===== config.mk =====
export PLATFORM = sky130hd
export DESIGN_NAME = bat_probe_seq
export DESIGN_NICKNAME = d
export VERILOG_FILES = /design/src/rtl/bps_pkg.sv /design/src/rtl/bps_window_timer.sv /design/src/rtl/bps_clear_gen.sv /design/src/rtl/bat_probe_seq.sv
export SDC_FILE = /design/constraint.sdc
export NUM_CORES = 1
export LEC_CHECK = 0
export ABC_AREA = 0
export ABC_CLOCK_PERIOD_IN_PS = 1700
export BUFFER_PORTS_ARGS = -buffer_cell sky130_fd_sc_hd__buf_2
export CORE_ASPECT_RATIO = 1.4
export CORE_MARGIN = 5
export CORE_UTILIZATION = 34
export DETAILED_ROUTE_END_ITERATION = 10
export PLACE_DENSITY = 0.56
export SYNTH_ARGS = -nofsm -noshare
export SYNTH_HDL_FRONTEND = slang
export SYNTH_SLANG_ARGS = --single-unit
export TNS_END_PERCENT = 30

===== constraint.sdc =====
create_clock -name clk -period 1.7 [get_ports clk]
set_clock_uncertainty 0.15 [all_clocks]
set_input_delay 0.255 -clock clk [delete_from_list [all_inputs] [get_ports clk]]
set_output_delay 0.255 -clock clk [all_outputs]
set_load 0.02 [all_outputs]

===== src/rtl/bps_pkg.sv =====
package bps_pkg;
  typedef enum logic [2:0] {
    S_IDLE     = 3'd0,
    S_DETECT   = 3'd1,
    S_PRECHG   = 3'd2,
    S_REARM    = 3'd3,
    S_FLT_LOW  = 3'd4,
    S_FLT_WAIT = 3'd5
  } seq_state_e;

  // Fault entry branch chosen by the battery level at timeout.
  function automatic seq_state_e fault_entry(input logic above_rch);
    return above_rch ? S_FLT_WAIT : S_FLT_LOW;
  endfunction
endpackage


===== src/rtl/bps_window_timer.sv =====
module bps_window_timer #(
  parameter int unsigned WIN_TICKS = 125
) (
  input  logic clk,
  input  logic rst_n,
  input  logic run_i,
  input  logic tick_i,
  output logic last_o
);
  localparam int unsigned CW = (WIN_TICKS > 1) ? $clog2(WIN_TICKS) : 1;
  localparam logic [CW-1:0] LAST_CNT = CW'(WIN_TICKS - 1);

  logic [CW-1:0] cnt_q;

  function automatic logic on_final(input logic [CW-1:0] c);
    return c == LAST_CNT;
  endfunction

  assign last_o = run_i && tick_i && on_final(cnt_q);

  always_ff @(posedge clk or negedge rst_n) begin
    if (!rst_n)                 cnt_q <= '0;
    else if (!run_i || last_o)  cnt_q <= '0;
    else if (tick_i)            cnt_q <= cnt_q + 1'b1;
  end

  // the tick count never passes the final tick of a window
  a_r3_count_in_window: assert property (@(posedge clk) disable iff (!rst_n)
    cnt_q <= LAST_CNT);
endmodule


===== src/rtl/bps_clear_gen.sv =====
module bps_clear_gen (
  input  logic clk,
  input  logic rst_n,
  input  logic en_i,
  output logic clr_o
);
  logic en_q;

  always_ff @(posedge clk or negedge rst_n) begin
    if (!rst_n) en_q <= 1'b0;
    else        en_q <= en_i;
  end

  assign clr_o = en_i && !en_q;
endmodule


===== src/rtl/bat_probe_seq.sv =====
module bat_probe_seq
  import bps_pkg::*;
#(
  parameter int unsigned WIN_TICKS = 125
) (
  input  logic clk,
  input  logic rst_n,
  input  logic ms_tick_i,
  input  logic chg_en_i,
  input  logic done_i,
  input  logic tmr_fault_i,
  input  logic bat_above_rch_i,
  input  logic bat_below_lowv_i,
  output logic det_en_o,
  output logic pre_en_o,
  output logic flt_en_o,
  output logic fault_o,
  output logic present_o,
  output logic absent_o
);
  seq_state_e state_q, state_d;
  logic       present_d, absent_d;
  logic       in_window;
  logic       win_end;
  logic       clr_evt;

  assign in_window = (state_q == S_DETECT) || (state_q == S_PRECHG);

  bps_window_timer #(.WIN_TICKS(WIN_TICKS)) u_timer (
    .clk    (clk),
    .rst_n  (rst_n),
    .run_i  (in_window),
    .tick_i (ms_tick_i),
    .last_o (win_end)
  );

  bps_clear_gen u_clear (
    .clk   (clk),
    .rst_n (rst_n),
    .en_i  (chg_en_i),
    .clr_o (clr_evt)
  );

  always_comb begin
    state_d   = state_q;
    present_d = 1'b0;
    absent_d  = 1'b0;
    if (clr_evt) begin
      state_d = S_IDLE;
    end else if (tmr_fault_i) begin
      state_d = fault_entry(bat_above_rch_i);
    end else begin
      unique case (state_q)
        S_IDLE:
          if (done_i && !bat_above_rch_i) state_d = S_DETECT;
        S_DETECT:
          if (win_end) begin
            if (bat_below_lowv_i) state_d = S_PRECHG;
            else begin
              state_d   = S_IDLE;
              present_d = 1'b1;
            end
          end
        S_PRECHG:
          if (win_end) begin
            if (bat_above_rch_i) begin
              state_d  = S_REARM;
              absent_d = 1'b1;
            end else begin
              state_d   = S_IDLE;
              present_d = 1'b1;
            end
          end
        S_REARM, S_FLT_WAIT:
          if (!bat_above_rch_i) state_d = S_DETECT;
        S_FLT_LOW:
          if (bat_above_rch_i) state_d = S_FLT_WAIT;
        default:
          state_d = S_IDLE;
      endcase
    end
  end

  always_ff @(posedge clk or negedge rst_n) begin
    if (!rst_n) begin
      state_q   <= S_IDLE;
      present_o <= 1'b0;
      absent_o  <= 1'b0;
    end else begin
      state_q   <= state_d;
      present_o <= present_d;
      absent_o  <= absent_d;
    end
  end

  assign det_en_o = (state_q == S_DETECT);
  assign pre_en_o = (state_q == S_PRECHG);
  assign flt_en_o = (state_q == S_FLT_LOW);
  assign fault_o  = (state_q == S_FLT_LOW) || (state_q == S_FLT_WAIT);

  // current sources never overlap
  a_r9_enables_exclusive: assert property (@(posedge clk) disable iff (!rst_n)
    $onehot0({det_en_o, pre_en_o, flt_en_o}));
  // a probe reports one verdict only
  a_r9_single_verdict: assert property (@(posedge clk) disable iff (!rst_n)
    !(present_o && absent_o));
  // the precharge window only follows a sink window
  a_r4_pre_follows_det: assert property (@(posedge clk) disable iff (!rst_n)
    $rose(pre_en_o) |-> $past(det_en_o));
  // fault current only runs while a fault is held
  a_r7_flt_current_needs_fault: assert property (@(posedge clk) disable iff (!rst_n)
    flt_en_o |-> fault_o);
  // a clear event leaves the block idle
  a_r8_clear_to_idle: assert property (@(posedge clk) disable iff (!rst_n)
    clr_evt |=> (!fault_o && !det_en_o && !pre_en_o && !flt_en_o));
  // a verdict pulse leaves no probe current running
  a_r3_verdict_stops_probe: assert property (@(posedge clk) disable iff (!rst_n)
    (present_o || absent_o) |-> (!det_en_o && !pre_en_o));
endmodule


# Word level (Yosys, flattened, before mapping)

Index checks and enable logic that the tools add are counted.

Register bits after elaboration: 13
Input port bits: 8
Output and inout bits: 6
Word-level logic and storage cells: 56

$add $sub $neg: 1
Equal/unequal tests: 11
Muxes and demuxes: 25
Reductions and logical operators: 14

Operators with widths:

| kind                                                                    | count |
|---|---|
| 3-bit two-way mux                                                       | 7 |
| 3-bit one-hot mux with 5 select lines                                   | 1 |
| 7-bit two-way mux                                                       | 2 |
| 1-bit two-way mux                                                       | 12 |
| 4-bit by 2-bit inequality test with 1-bit output, second input constant | 2 |
| 4-bit inequality test, second input constant                            | 2 |
| 7-bit by 1-bit adder with 7-bit output, second input constant           | 1 |
| 7-bit equality test, second input constant                              | 1 |
| 3-bit by 2-bit equality test with 1-bit output, second input constant   | 2 |
| 3-bit equality test, second input constant                              | 2 |
| 5-bit AND reduction                                                     | 1 |
| 1-bit logical AND                                                       | 4 |
| 2-bit two-way mux                                                       | 2 |
| 4-bit by 3-bit inequality test with 1-bit output, second input constant | 1 |
| 3-bit by 1-bit equality test with 1-bit output, second input constant   | 1 |
| 1-bit zero test                                                         | 3 |
| 3-bit zero test                                                         | 1 |
| 1-bit logical OR                                                        | 3 |
| 1-bit one-hot mux with 2 select lines                                   | 1 |
| 2-bit nonzero test                                                      | 1 |
| 2-bit OR reduction                                                      | 1 |

# Logic depth before layout (Yosys ltp)

Depth in word-level cells: 8
Depth in mapped cells: 6
Depth with buffers taken out: 6

# Hierarchy

A second synthesis with hierarchy kept.

Cell total of the unflattened synthesis: 98
Area total of the unflattened synthesis: 869.6 µm²

Modules (own cells, without submodules):

| module           | times used | cells an instance | area an instance (µm²) | sequential area each (µm²) |
|---|---|---|---|---|
| bps_window_timer | 1          | 48                | 467.9                  | 175.2 |
| bat_probe_seq    | 1          | 48                | 362.8                  | 125.1 |
| bps_clear_gen    | 1          | 2                 | 38.8                   | 25.0 |

# Least setup slack after synthesis

OpenSTA, ideal clock, no wires.

Kind: register to register
From: reg state_q[0]
To: reg present_o
Setup time: 120 ps
Data arrival time: 1491 ps
Required time: 1430 ps
Slack: -61 ps
Stages on the path, launching flop included: 6
Path buffers: 1
Period minus slack after synthesis: 1761 ps
Path through: dfrtp_1 buf_4 nor3b_1 nand2_1 o21ai_0 nor2_1

Word-level cells in the longest chain between the ends: 8
Elaborated cells between the ends (all ways): 10
Classes of those cells: 2 x eq/ne; 5 x mux; 3 x reduce/logical

Ends and longest elaborated chain:

| element                                          | line                                     | source |
|---|---|---|
| from (decl)                                      | bat_probe_seq.sv:21                      | `seq_state_e state_q, state_d;` |
| from (signal assigned)                           | bat_probe_seq.sv:90                      | `state_q <= state_d;` |
| 3-bit by 2-bit equality test with 1-bit output * | --                                       |  |
| named net pre_en_o                               | bat_probe_seq.sv:15                      | `output logic pre_en_o,` |
| 1-bit logical OR                                 | bat_probe_seq.sv:27                      | `assign in_window = (state_q == S_DETECT) \|\| (state_q == S_PRECHG);` |
| 1-bit logical AND (2 in series)                  | bps_window_timer.sv:19                   | `assign last_o = run_i && tick_i && on_final(cnt_q);` |
| 1-bit two-way mux (on tied branches)             | bat_probe_seq.sv:65, bat_probe_seq.sv:57 |  |
| 1-bit one-hot mux with 2 select lines *          | bat_probe_seq.sv:53                      | `unique case (state_q)` |
| 1-bit two-way mux *                              | bat_probe_seq.sv:50                      | `end else if (tmr_fault_i) begin` |
| 1-bit two-way mux *                              | bat_probe_seq.sv:48                      | `if (clr_evt) begin` |
| named net present_d                              | bat_probe_seq.sv:22                      | `logic present_d, absent_d;` |
| to (signal assigned)                             | bat_probe_seq.sv:91                      | `present_o <= present_d;` |
| to (decl)                                        | bat_probe_seq.sv:18                      | `output logic present_o,` |

Mark *: on every way through the listed nets, which the timed path passes. The rest lies on a longest branch.
A chain may end at the register's enable or synchronous reset.

# Final worst setup path

From: reg state_q[0]
To: out pre_en_o

Word-level cells in the longest chain between the ends: 1

Ends and longest elaborated chain:

| element                                        | line                | source |
|---|---|---|
| 3-bit by 2-bit equality test with 1-bit output | bat_probe_seq.sv:97 | `assign pre_en_o = (state_q == S_PRECHG);` |
| to (decl)                                      | bat_probe_seq.sv:15 |  |

No other way between the ends.

==> results.cfg <==
[pwr]
power-per-cell-area_nw_per_um2 = 881
vdd_ir_drop_max_uv = 459
power.static_leakage_nw = 0.464

[timing]
setup_viol_count_final = 0
final_hold_violation_count = 0
maxSlewViolCount = 0
fin_crit_sh = 0.971
timing.slew.headroom = 0.797
final.setup.tns_ns = 0
timing_worst_slew_pin_value_ns = 0.305
post-route-min-period_ns = 1.65
fmax_ghz = 0.606

[synth]
ys_seq_elements = 13
synthTopCellsByArea = dfrtp_1 41%, nor2_1 5.2%, xor2_1 4.4%
synth.most_common_cell = dfrtp_1
synthFlopType = dfrtp_1
post-synth-top-area-cell = dfrtp_1
netlist-cell-type-count = 30
cell_count_after_synthesis = 85
synthDominantCellAreaShare = 0.406
seq_total_area_yosys = 0.406
synth_area_per_cell_sq_um = 9.42
synth.cell_area_sq_um = 801
yosys_warnings = 0
synth-edff-count = 0
ys_top_cells_by_count = 13 x dfrtp_1, 11 x nor2_1, 5 x a21oi_1, 5 x o21ai_0
ys_async_sr_fraction = 1.00
syn-num-nets = 95

[grt]
grt_max_degree = 14
grt_first_pass_wirelength_mm = 3.08
grt_usage = 0.116
grt.overflow.total = 0
grt_antenna_before_repair = 0
vias_in_the_first_global_route = 711

[clock_network]
max-clock-path-buffers = 2
clk_root_buffer_cell = clkbuf_4
tritoncts_num_sinks = 13
htree_num_levels = 1
numCtsBuffers = 3
cts_tree = built
worst_skew_pair.late_latency_ns = 0.28
clkSlewWorstSetupHoldPaths_ns = 0.08

[setup_path]
timing.critical_path.slowest_stage_cell = dfrtp_2
worst_setup_path_start_kind = flop
setup.worst_path.end_class = output pin
crit_path_max_fanout = 6
path_delay_family = flip-flops
cell_chain_of_the_critical_path = buf_4 > nor3b_4 > buf_6
worst-endpoint-required_ns = 1.29
worst_ep_arrival_time_ns = 1.25
critical_path.max_stage_delay_ns = 0.44
cp_num_buf_inv = 2
path_class = flop to output pin

[floorplan]
die_area_sq_um = 3440
count_of_standard_cell_rows = 20
die_height_um = 67.4
die_x_um = 51.0
floorplan.io_pins = 14
initial_utilization = 0.360
design.core.area_sq_um = 2230

[routing]
detail_route.wl_per_cell_um = 13.8
drt_drc_violations_left = 0
detail_route.vias_per_cell = 5.39
detail-route-antenna-nets = 0
routed_wire_length_mm = 1.76
drt_iter0_markers = 4
dr.pass1.iters = 4
vias = 684

[finish]
final_area_sq_um = 996
fin_nets = 116
areaGrowthSynthToFinish_pct = 24.4
fraction_of_final_layout_cells_sized_beyond_drive_strength_1 = 0.286
layout.filler_cells = 219
antennaDiodeCount = 0

[place]
post_dp_cell_area_sq_um = 893
place.gp.congestion = 0.821
buffer_ports.inserted = 13
detailed_place_hpwl_mm = 1.31

[status]
status = complete, no violations

[job]
cap_violations = 0

[worst_hold_path]
hold_path.class = input pin to flop
## stage by stage
step	setup slack (ns)	instances	util	hold WS, ns	power [mW]
detailed placement	0.136	118	0.401	0.0129	0.637
global placement	0.148	118	0.401	0.0165	0.637
CTS	0.00587	126	0.434	0.0994	0.868
floorplan	-0.0359	85	-	-0.191	0.560
global route	-0.00439	127	0.447	0.141	0.939
finish	0.0486	127	0.447	0.114	0.877
## sequential cells by signal, summed over array words and instances, names as in the netlist
register       flops
absent_o           1
present_o          1
state_q            3
u_clear.en_q       1
u_timer.cnt_q      7
## worst paths after layout
path                                   from               end  slack [ns]  cells after the start
max                              state_q[0]          pre_en_o        0.05                      3
min reg2reg                    u_clear.en_q        state_q[2]        0.40                      2
max reg2reg                u_timer.cnt_q[0]        state_q[1]        0.13                      6
min                             tmr_fault_i        state_q[2]        0.11                      3
max in group asynchronous             rst_n        state_q[1]        0.90                      2
min in group asynchronous             rst_n  u_timer.cnt_q[2]        0.24                      2
## cell type report
cell class	count	area (sq um)	share of cell area
multi-input combinational	63	449	0.451
sequential	13	329	0.330
timing repair buffer	21	149	0.149
tap	22	27.5	0.0276
clock buffer	4	26.3	0.0264
inverter	4	15.0	0.0151
## kinds of logic after synthesis
logic type	Yosys count	share of synthesized area
AND/OR/NAND/NOR	38	0.277
AO/OA/AOI/OAI	16	0.145
flip-flops	13	0.406
buffers and inverters	9	0.0531
XOR/XNOR	6	0.0750
adder cells (fa/ha/maj)	2	0.0312
multiplexers	1	0.0125
## layout by cell type, fill, tap and decap left out, types with 2 or more instances in the layout
cell,n
nor2b_1,3
nor3_1,2
or3_1,2
nor2_1,11
buf_2,12
nand2_1,3
nand3_1,3
inv_1,4
buf_4,5
xor2_1,4
dfrtp_1,10
clkbuf_4,3
ha_1,2
dlygate4sd3_1,2
nand4_1,4
dfrtp_2,3
nand2b_1,3
a21oi_1,5
o21ai_0,5
## worst register-to-register path: stages (launching register included)
cell and delay [ns]:
dfrtp_1 0.43, inv_1 0.08, ha_1 0.14, nand3_1 0.15, o211ai_4 0.23, o311a_1 0.20, o211a_1 0.13
## layer usage
| layer | share of wire | vias up | track usage | routed length, um |
|---|---|---|---|---|
| met5 | 0 | - | 0 | 0 |
| met4 | 0.023 | 0 | 0.0707 | 40 |
| met3 | 0.017 | 4 | 0.00662 | 30 |
| met2 | 0.52 | 14 | 0.210 | 912 |
| met1 | 0.44 | 325 | 0.132 | 773 |
| li1 | - | 341 | - | - |
## where the power goes
| group | switching [mW] | internal [mW] |
|---|---|---|
| logic | 0.168 | 0.153 |
| clock network | 0.101 | 0.0910 |
| registers | 0.0341 | 0.331 |
| total | 0.303 | 0.574 |
## repair_timing
action / in CTS / in global routing
endpoints found under the hold margin: 14 / 0
pin swaps: 0 / 1
setup buffers: 2 / 1
setup endpoints to repair: 4 / 4
hold buffers: 2 / 0
gates resized for setup: 5 / 2
Note: power is estimated with default switching activity, not from simulation.
